$ cat src/rtl/ir_cap_pkg.sv
package ir_cap_pkg;

  // register word addresses
  localparam int RA_CFG     = 0;
  localparam int RA_DIV     = 1;
  localparam int RA_FILT    = 2;
  localparam int RA_RESTART = 3;
  localparam int RA_IRQEN   = 4;
  localparam int RA_IRQCLR  = 5;
  localparam int RA_CAPBASE = 16;

  localparam int ENTRY_W = 8;

  typedef enum logic [1:0] {
    ST_IDLE,
    ST_RUN,
    ST_DONE
  } capState_t;

  // control -> datapath strobes
  typedef struct packed {
    logic               store;
    logic [ENTRY_W-1:0] value;
    logic               clear;
  } capStrobe_t;

endpackage

$ cat src/rtl/ir_cap_regs.sv
module ir_cap_regs
  import ir_cap_pkg::*;
#(
  parameter int ADDR_W = 6,
  parameter int DIV_W  = 16,
  parameter int FILT_W = 5,
  parameter int DONE_W = 7,
  parameter int WORDS  = 17,
  localparam int IDX_W = $clog2(WORDS)
) (
  input  logic              clk,
  input  logic              rstN,
  input  logic              busValid,
  input  logic              busWrite,
  input  logic [ADDR_W-1:0] busAddr,
  input  logic [31:0]       busWdata,
  output logic [31:0]       busRdata,
  input  logic [31:0]       capWord,
  output logic [IDX_W-1:0]  capIdx,
  output logic              runEn,
  output logic              widthEn,
  output logic [DONE_W-1:0] doneCount,
  output logic [DIV_W-1:0]  tickDiv,
  output logic [FILT_W-1:0] filtLen,
  output logic              restartPulse,
  input  logic              doneStb,
  output logic              irqPend,
  output logic              irqEn,
  output logic              irq
);

  logic wrAcc;
  logic rdCap;
  logic clrPulse;
  logic unusedWdata;
  logic [ADDR_W-1:0] capOff;

  assign wrAcc    = busValid && busWrite;
  assign capOff   = busAddr - ADDR_W'(RA_CAPBASE);
  assign capIdx   = capOff[IDX_W-1:0];
  assign rdCap    = (busAddr >= ADDR_W'(RA_CAPBASE)) &&
                    (busAddr <  ADDR_W'(RA_CAPBASE + WORDS));
  assign restartPulse = wrAcc && (busAddr == ADDR_W'(RA_RESTART)) && busWdata[0];
  assign clrPulse     = wrAcc && (busAddr == ADDR_W'(RA_IRQCLR)) && busWdata[0];
  assign unusedWdata  = ^busWdata;

  always_ff @(posedge clk) begin
    if (!rstN) begin
      runEn     <= 1'b0;
      widthEn   <= 1'b0;
      doneCount <= '0;
      tickDiv   <= '0;
      filtLen   <= '0;
      irqEn     <= 1'b0;
      irqPend   <= 1'b0;
    end else begin
      if (wrAcc && busAddr == ADDR_W'(RA_CFG)) begin
        runEn     <= busWdata[0];
        widthEn   <= busWdata[1];
        doneCount <= busWdata[8 +: DONE_W];
      end
      if (wrAcc && busAddr == ADDR_W'(RA_DIV))   tickDiv <= busWdata[DIV_W-1:0];
      if (wrAcc && busAddr == ADDR_W'(RA_FILT))  filtLen <= busWdata[FILT_W-1:0];
      if (wrAcc && busAddr == ADDR_W'(RA_IRQEN)) irqEn   <= busWdata[0];
      // completion wins over a simultaneous acknowledge
      if (doneStb)       irqPend <= 1'b1;
      else if (clrPulse) irqPend <= 1'b0;
    end
  end

  assign irq = irqPend && irqEn;

  always_comb begin
    busRdata = '0;
    if (busValid && !busWrite) begin
      if (rdCap) begin
        busRdata = capWord;
      end else if (busAddr == ADDR_W'(RA_CFG)) begin
        busRdata[0]           = runEn;
        busRdata[1]           = widthEn;
        busRdata[8 +: DONE_W] = doneCount;
      end else if (busAddr == ADDR_W'(RA_DIV)) begin
        busRdata[DIV_W-1:0] = tickDiv;
      end else if (busAddr == ADDR_W'(RA_FILT)) begin
        busRdata[FILT_W-1:0] = filtLen;
      end else if (busAddr == ADDR_W'(RA_IRQEN)) begin
        busRdata[0] = irqEn;
      end
    end
  end

endmodule

$ cat src/rtl/ir_cap_ctrl.sv
module ir_cap_ctrl
  import ir_cap_pkg::*;
#(
  parameter int DIV_W    = 16,
  parameter int FILT_W   = 5,
  parameter int DONE_W   = 7,
  parameter int TO_SHIFT = 4,
  localparam int CNT_W   = DONE_W + TO_SHIFT
) (
  input  logic              clk,
  input  logic              rstN,
  input  logic              irIn,
  input  logic              runEn,
  input  logic              widthEn,
  input  logic [DIV_W-1:0]  tickDiv,
  input  logic [FILT_W-1:0] filtLen,
  input  logic [DONE_W-1:0] doneCount,
  input  logic              restart,
  output logic              tick,
  output capStrobe_t        strb,
  output logic              doneStb
);

  logic [1:0]        syncQ;
  logic              samp;
  logic [DIV_W-1:0]  divCnt;
  logic              active;
  logic              lvl;
  logic [FILT_W-1:0] diffRun;
  logic [FILT_W:0]   diffNext;
  logic [FILT_W:0]   gEff;
  logic              accept;
  logic [CNT_W-1:0]  wc;
  logic [CNT_W-1:0]  wcNext;
  logic [CNT_W-1:0]  limit;
  logic              timeout;
  logic [ENTRY_W-1:0] satVal;
  capState_t         state;

  assign samp     = ~syncQ[1];
  assign active   = runEn && widthEn;
  assign tick     = active && (divCnt >= tickDiv);
  assign gEff     = (filtLen == '0) ? (FILT_W+1)'(1) : {1'b0, filtLen};
  assign diffNext = {1'b0, diffRun} + 1'b1;
  assign accept   = tick && (samp != lvl) && (diffNext >= gEff);
  assign wcNext   = (&wc) ? wc : wc + 1'b1;
  assign limit    = {doneCount, {TO_SHIFT{1'b0}}};
  assign timeout  = tick && (state == ST_RUN) && !lvl && !accept &&
                    (doneCount != '0) && (wcNext == limit);
  assign satVal   = (wcNext > CNT_W'(255)) ? 8'hFF : wcNext[ENTRY_W-1:0];

  always_ff @(posedge clk) begin
    if (!rstN) begin
      syncQ   <= 2'b11;
      divCnt  <= '0;
      lvl     <= 1'b0;
      diffRun <= '0;
      wc      <= '0;
      state   <= ST_IDLE;
    end else begin
      syncQ <= {syncQ[0], irIn};
      if (!active || tick) divCnt <= '0;
      else                 divCnt <= divCnt + 1'b1;

      if (tick) begin
        if (samp != lvl) begin
          if (accept) begin
            lvl     <= samp;
            diffRun <= '0;
          end else begin
            diffRun <= diffNext[FILT_W-1:0];
          end
        end else begin
          diffRun <= '0;
        end
      end

      if (restart) begin
        state <= ST_IDLE;
        wc    <= '0;
      end else begin
        case (state)
          ST_IDLE: if (accept && samp) begin
            state <= ST_RUN;
            wc    <= '0;
          end
          ST_RUN: begin
            if (timeout)     state <= ST_DONE;
            else if (accept) wc    <= '0;
            else if (tick)   wc    <= wcNext;
          end
          default: ;
        endcase
      end
    end
  end

  always_comb begin
    strb.clear = restart;
    strb.store = !restart && (state == ST_RUN) && (accept || timeout);
    strb.value = timeout ? '0 : satVal;
    doneStb    = !restart && timeout;
  end

endmodule

$ cat src/rtl/ir_cap_data.sv
module ir_cap_data
  import ir_cap_pkg::*;
#(
  parameter int ENTRIES = 68,
  localparam int WORDS  = (ENTRIES + 3) / 4,
  localparam int IDX_W  = $clog2(WORDS),
  localparam int PTR_W  = $clog2(ENTRIES + 1)
) (
  input  logic             clk,
  input  logic             rstN,
  input  capStrobe_t       strb,
  input  logic [IDX_W-1:0] rdIdx,
  output logic [31:0]      rdWord
);

  logic [ENTRY_W-1:0] ents [ENTRIES];
  logic [PTR_W-1:0]   ptr;
  logic [31:0]        words [WORDS];

  always_ff @(posedge clk) begin
    if (!rstN || strb.clear) begin
      for (int i = 0; i < ENTRIES; i++) ents[i] <= '0;
      ptr <= '0;
    end else if (strb.store && ptr < PTR_W'(ENTRIES)) begin
      ents[ptr] <= strb.value;
      ptr       <= ptr + 1'b1;
    end
  end

  for (genvar w = 0; w < WORDS; w++) begin : g_word
    for (genvar j = 0; j < 4; j++) begin : g_byte
      if (w * 4 + j < ENTRIES) begin : g_live
        assign words[w][j*8 +: 8] = ents[w*4 + j];
      end else begin : g_pad
        assign words[w][j*8 +: 8] = '0;
      end
    end
  end

  assign rdWord = (rdIdx < IDX_W'(WORDS)) ? words[rdIdx] : '0;

endmodule

$ cat src/rtl/ir_cap_top.sv
module ir_cap_top
  import ir_cap_pkg::*;
#(
  parameter int ADDR_W   = 6,
  parameter int DIV_W    = 16,
  parameter int FILT_W   = 5,
  parameter int DONE_W   = 7,
  parameter int TO_SHIFT = 4,
  parameter int ENTRIES  = 68,
  localparam int WORDS   = (ENTRIES + 3) / 4,
  localparam int IDX_W   = $clog2(WORDS)
) (
  input  logic              clk,
  input  logic              rstN,
  input  logic              irIn,
  input  logic              busValid,
  input  logic              busWrite,
  input  logic [ADDR_W-1:0] busAddr,
  input  logic [31:0]       busWdata,
  output logic [31:0]       busRdata,
  output logic              irq
);

  logic              runEn;
  logic              widthEn;
  logic [DONE_W-1:0] doneCount;
  logic [DIV_W-1:0]  tickDiv;
  logic [FILT_W-1:0] filtLen;
  logic              restartPulse;
  logic              doneStb;
  logic              irqPend;
  logic              irqEn;
  logic              tick;
  logic [31:0]       capWord;
  logic [IDX_W-1:0]  capIdx;
  capStrobe_t        strb;

  ir_cap_regs #(
    .ADDR_W(ADDR_W), .DIV_W(DIV_W), .FILT_W(FILT_W),
    .DONE_W(DONE_W), .WORDS(WORDS)
  ) u_regs (
    .clk(clk), .rstN(rstN),
    .busValid(busValid), .busWrite(busWrite), .busAddr(busAddr),
    .busWdata(busWdata), .busRdata(busRdata),
    .capWord(capWord), .capIdx(capIdx),
    .runEn(runEn), .widthEn(widthEn), .doneCount(doneCount),
    .tickDiv(tickDiv), .filtLen(filtLen), .restartPulse(restartPulse),
    .doneStb(doneStb), .irqPend(irqPend), .irqEn(irqEn), .irq(irq)
  );

  ir_cap_ctrl #(
    .DIV_W(DIV_W), .FILT_W(FILT_W), .DONE_W(DONE_W), .TO_SHIFT(TO_SHIFT)
  ) u_ctrl (
    .clk(clk), .rstN(rstN), .irIn(irIn),
    .runEn(runEn), .widthEn(widthEn), .tickDiv(tickDiv),
    .filtLen(filtLen), .doneCount(doneCount), .restart(restartPulse),
    .tick(tick), .strb(strb), .doneStb(doneStb)
  );

  ir_cap_data #(
    .ENTRIES(ENTRIES)
  ) u_data (
    .clk(clk), .rstN(rstN), .strb(strb),
    .rdIdx(capIdx), .rdWord(capWord)
  );

endmodule

$ cat config.mk
export PLATFORM = sky130hd
export DESIGN_NAME = ir_cap_top
export DESIGN_NICKNAME = d
export VERILOG_FILES = /design/src/rtl/ir_cap_pkg.sv /design/src/rtl/ir_cap_regs.sv /design/src/rtl/ir_cap_ctrl.sv /design/src/rtl/ir_cap_data.sv /design/src/rtl/ir_cap_top.sv
export SDC_FILE = /design/constraint.sdc
export NUM_CORES = 1
export LEC_CHECK = 0
export ABC_CLOCK_PERIOD_IN_PS = 5400
export BUFFER_PORTS_ARGS = -buffer_cell sky130_fd_sc_hd__buf_2
export CAP_MARGIN = 20
export CORE_MARGIN = 5
export CORE_UTILIZATION = 50
export DETAILED_ROUTE_END_ITERATION = 10
export PLACE_DENSITY = 0.72
export SLEW_MARGIN = 0
export SYNTH_ARGS = -nofsm -noshare
export SYNTH_HDL_FRONTEND = slang
export SYNTH_HIERARCHICAL = 1
export SYNTH_SLANG_ARGS = --single-unit
$ cat constraint.sdc
create_clock -name clk -period 5.4 [get_ports clk]
set_input_delay 1.35 -clock clk [delete_from_list [all_inputs] [get_ports clk]]
set_output_delay 1.35 -clock clk [all_outputs]
set_load 0.005 [all_outputs]
==> flow_summary.toml <==
[grt]
grt_max_degree = 69
grt_overflow = 0
grt_pass1_wl_um = 119000
antenna_found_initial = 0
gr-usage-all-layers = 0.229
grt_pass1_vias = 20000

[sta]
min_period_ps = 5120
tightest_slew_ps = 921
finClkSkew_ps = 19.5
drv_slew = 0
rsz0062_at_grt = "no"
slew_headroom = 0.384
final.setup.tns_ps = 0
hold_violations = 0
period_share = 0.948
setup_viol = 0
fmax_ghz = 0.195

[synthesis]
ys.flop_type = "edfxtp_1"
synth_edf_count = 544
ys_types = 85
synth_area_um2 = 30600
synth_top_area_frac = 0.535
synth_fp_nets = 2469
syn_inst = 2401
yosys-top-cells-area = "edfxtp_1, and2_1, mux2i_1, dfxtp_1, mux4_2"
synth_seq_cells = 620
synth_top_area_cell = "edfxtp_1"
ys_async_sr_fraction = 0
seq_area_frac_synth = 0.584
synth_area_per_cell_um2 = 12.7
yosys_warnings = 6

[drt]
postRouteAntennaNets = 0
remaining_drc_errors = 0
avgViaCountPerCell = 5.98
finalWirelength_um = 76900
wl_per_cell_um = 23.2
route.vias.total = 19800
first_pass_iters = 6
drt_iter0_drc = 2082

[clocking]
clk_pin_slew_ps = 60
post-cts-setup-buffers = 0
h-tree-depth = 3
root_buffer = "clkbuf_16"
cts_tree = "yes"
cts_buffer_depth = 3
insertion_delay_ps = 600
cts_buffers = 66
clock-sinks = 620
ctsHoldBuffers = 0

[worst_setup_path]
critPathMaxFanout = 10
crit_chain = "buf_2 -> nor2b_2 -> a22oi_1 -> a32oi_1 -> o21ai_0 -> a222oi_1 -> nor2_1 -> buf_2"
critical_path_buf_inv_count = 2
critical_path.top_delay_family = "compound AO/OA/AOI/OAI gates"
crit_path_max_incr_delay_ps = 640
worstSetupStartpoint = "busAddr[2]"
critPathRequiredTime_ps = 4050
critical_path_class = "in -> out"
r2r_end = "u_data/ents[58][4]$_SDFFCE_PN0P_"
startpoint_type = "input port"
reg2reg_depth = 11
worstReg2RegStart = "u_ctrl/wc[8]$_SDFFE_PP0P_"
worst_path_max_delay_cell = "nor2b_2"
crit_path_end_kind = "output pin"
crit_top_cell = "buf_2"
arrival_ps = 3770
rrSetupSlack_ps = 410

[finish]
drive_above_1_share = 0.157
area.growth.synth_to_final_pct = 12.2
finalNetCount = 2551
diodes = 0
fin_area_um2 = 34300

[floorplanning]
die_h_um = 257
initial_core_util = 0.505
io_pins = 76
dieWidth_um = 257
core_region_area_um2 = 60500
num_rows = 90
fp.dieArea_um2 = 66200

[run]
maxCapViolations = 0

[placement]
dpl-instance-area_um2 = 32100
dpl.hpwl_um = 51200
io_buffers = 59
place_congestion = 0.886

[min_path]
hold_depth = 1
hp-class = "reg -> reg"
hold-path-endpoint = "u_ctrl/syncQ[1]$_SDFF_PN1_"
min_from = "u_ctrl/syncQ[0]$_SDFF_PN1_"

[power]
peakVddDrop_mv = 0.247
power_w = 0.0105
cellLeakagePower_nw = 12.4
power.density_nw_per_um2 = 307

[run_status]
status = "finished, final reports clean"
[cells in the final DEF (no fill, tap or decap), types with 32 or more instances in the layout]
cell type,synthesis,routed
and2_1,554,554
edfxtp_1,544,544
mux2i_1,193,193
nor2_1,134,125
buf_4,7,109
o21ai_0,100,98
dfxtp_1,76,76
clkbuf_16,0,68
a22oi_1,68,68
buf_2,35,65
mux4_2,64,64
nand2_1,42,42
nor2b_1,45,41
inv_1,32,32
a32oi_1,32,32
[cell type report]
type                       instances  area [µm²]
fill                            4775       26200
sequential                       620       17900
multi-input combinational       1575       11900
clock buffer                      88        1830
timing repair buffer             187        1310
tap                              782         978
clock inverter                    27         272
inverter                          33         126
[metrics by stage]
step                      cells  hold slack (ps)  utilization  setup slack [ps]
final                      3312              434        0.567               283
after global routing       3312              453        0.567              70.0
after CTS                  3302              439        0.566               279
after detailed placement   3187              415        0.531               306
after global placement     3180              398        0.531               324
after floorplan            2401              386            -               930
[synthesized netlist by cell type (6+ instances only)]
master,instances
a222oi_1,10
nor2b_1,45
nand2_1,42
mux4_2,64
nand2b_1,28
a32oi_1,32
xor2_1,14
buf_2,35
o21a_1,7
and2_1,554
nor3_1,11
edfxtp_1,544
o211ai_1,10
a22oi_1,68
and4_1,7
ha_1,25
xnor2_1,12
inv_1,32
nor3_4,7
a21oi_1,22
nand3b_1,6
nand4_1,22
nand3_1,26
clkbuf_1,125
and3_1,31
o21ai_0,100
or3_1,7
mux2i_1,193
dfxtp_1,76
buf_4,7
nor2_1,134
[worst max-delay path by stage]
stage / endpoint / cells past startpoint
after global placement: busRdata[13] / 8
after detailed placement: busRdata[13] / 8
after floorplan: busRdata[4] / 9
final: busRdata[9] / 8
after global routing: u_data/ents[58][1]$_SDFFCE_PN0P_ / 11
after CTS: busRdata[13] / 8
[logic make-up after synthesis]
family,Yosys count,share of synthesized area
and+or+nand+nor,967,0.191
DFF,620,0.584
AOI/OAI and AO/OA,299,0.0682
muxes,258,0.111
buffers and inverters,206,0.0282
xor gates and xnor gates,26,0.00745
adders and majority gates,25,0.0102
[what timing repair did]
item                       CTS  global route
resized for setup            0             2
setup endpoints to repair    0             3
hold endpoints to repair     0             0
[layer usage]
| layer | share of wire | track usage | vias up |
|---|---|---|---|
| li1 | - | - | 8989 |
| met1 | 0.40 | 0.306 | 9864 |
| met2 | 0.49 | 0.384 | 803 |
| met3 | 0.073 | 0.0427 | 144 |
| met4 | 0.031 | 0.0716 | 0 |
| met5 | 0 | 0 | - |
[state kept, by name (all words and copies together) (netlist names)]
name / flops
u_regs/filtLen: 5
u_ctrl/diffRun: 5
u_ctrl/syncQ: 2
u_regs/tickDiv: 16
u_ctrl/wc: 11
u_regs/runEn: 1
u_regs/irqPend: 1
u_regs/doneCount: 7
u_ctrl/lvl: 1
u_ctrl/divCnt: 16
u_regs/widthEn: 1
u_regs/irqEn: 1
u_data/ents: 544
u_ctrl/state: 2
u_data/ptr: 7
[power breakdown]
group,leakage (nW),switching [W],internal (W)
clock,1.03,0.00186,0.00258
combinational,5.59,0.000363,0.000246
sequential,5.79,0.0000625,0.00541
total,12.4,0.00229,0.00823
Power figures use the tool's default switching activity.
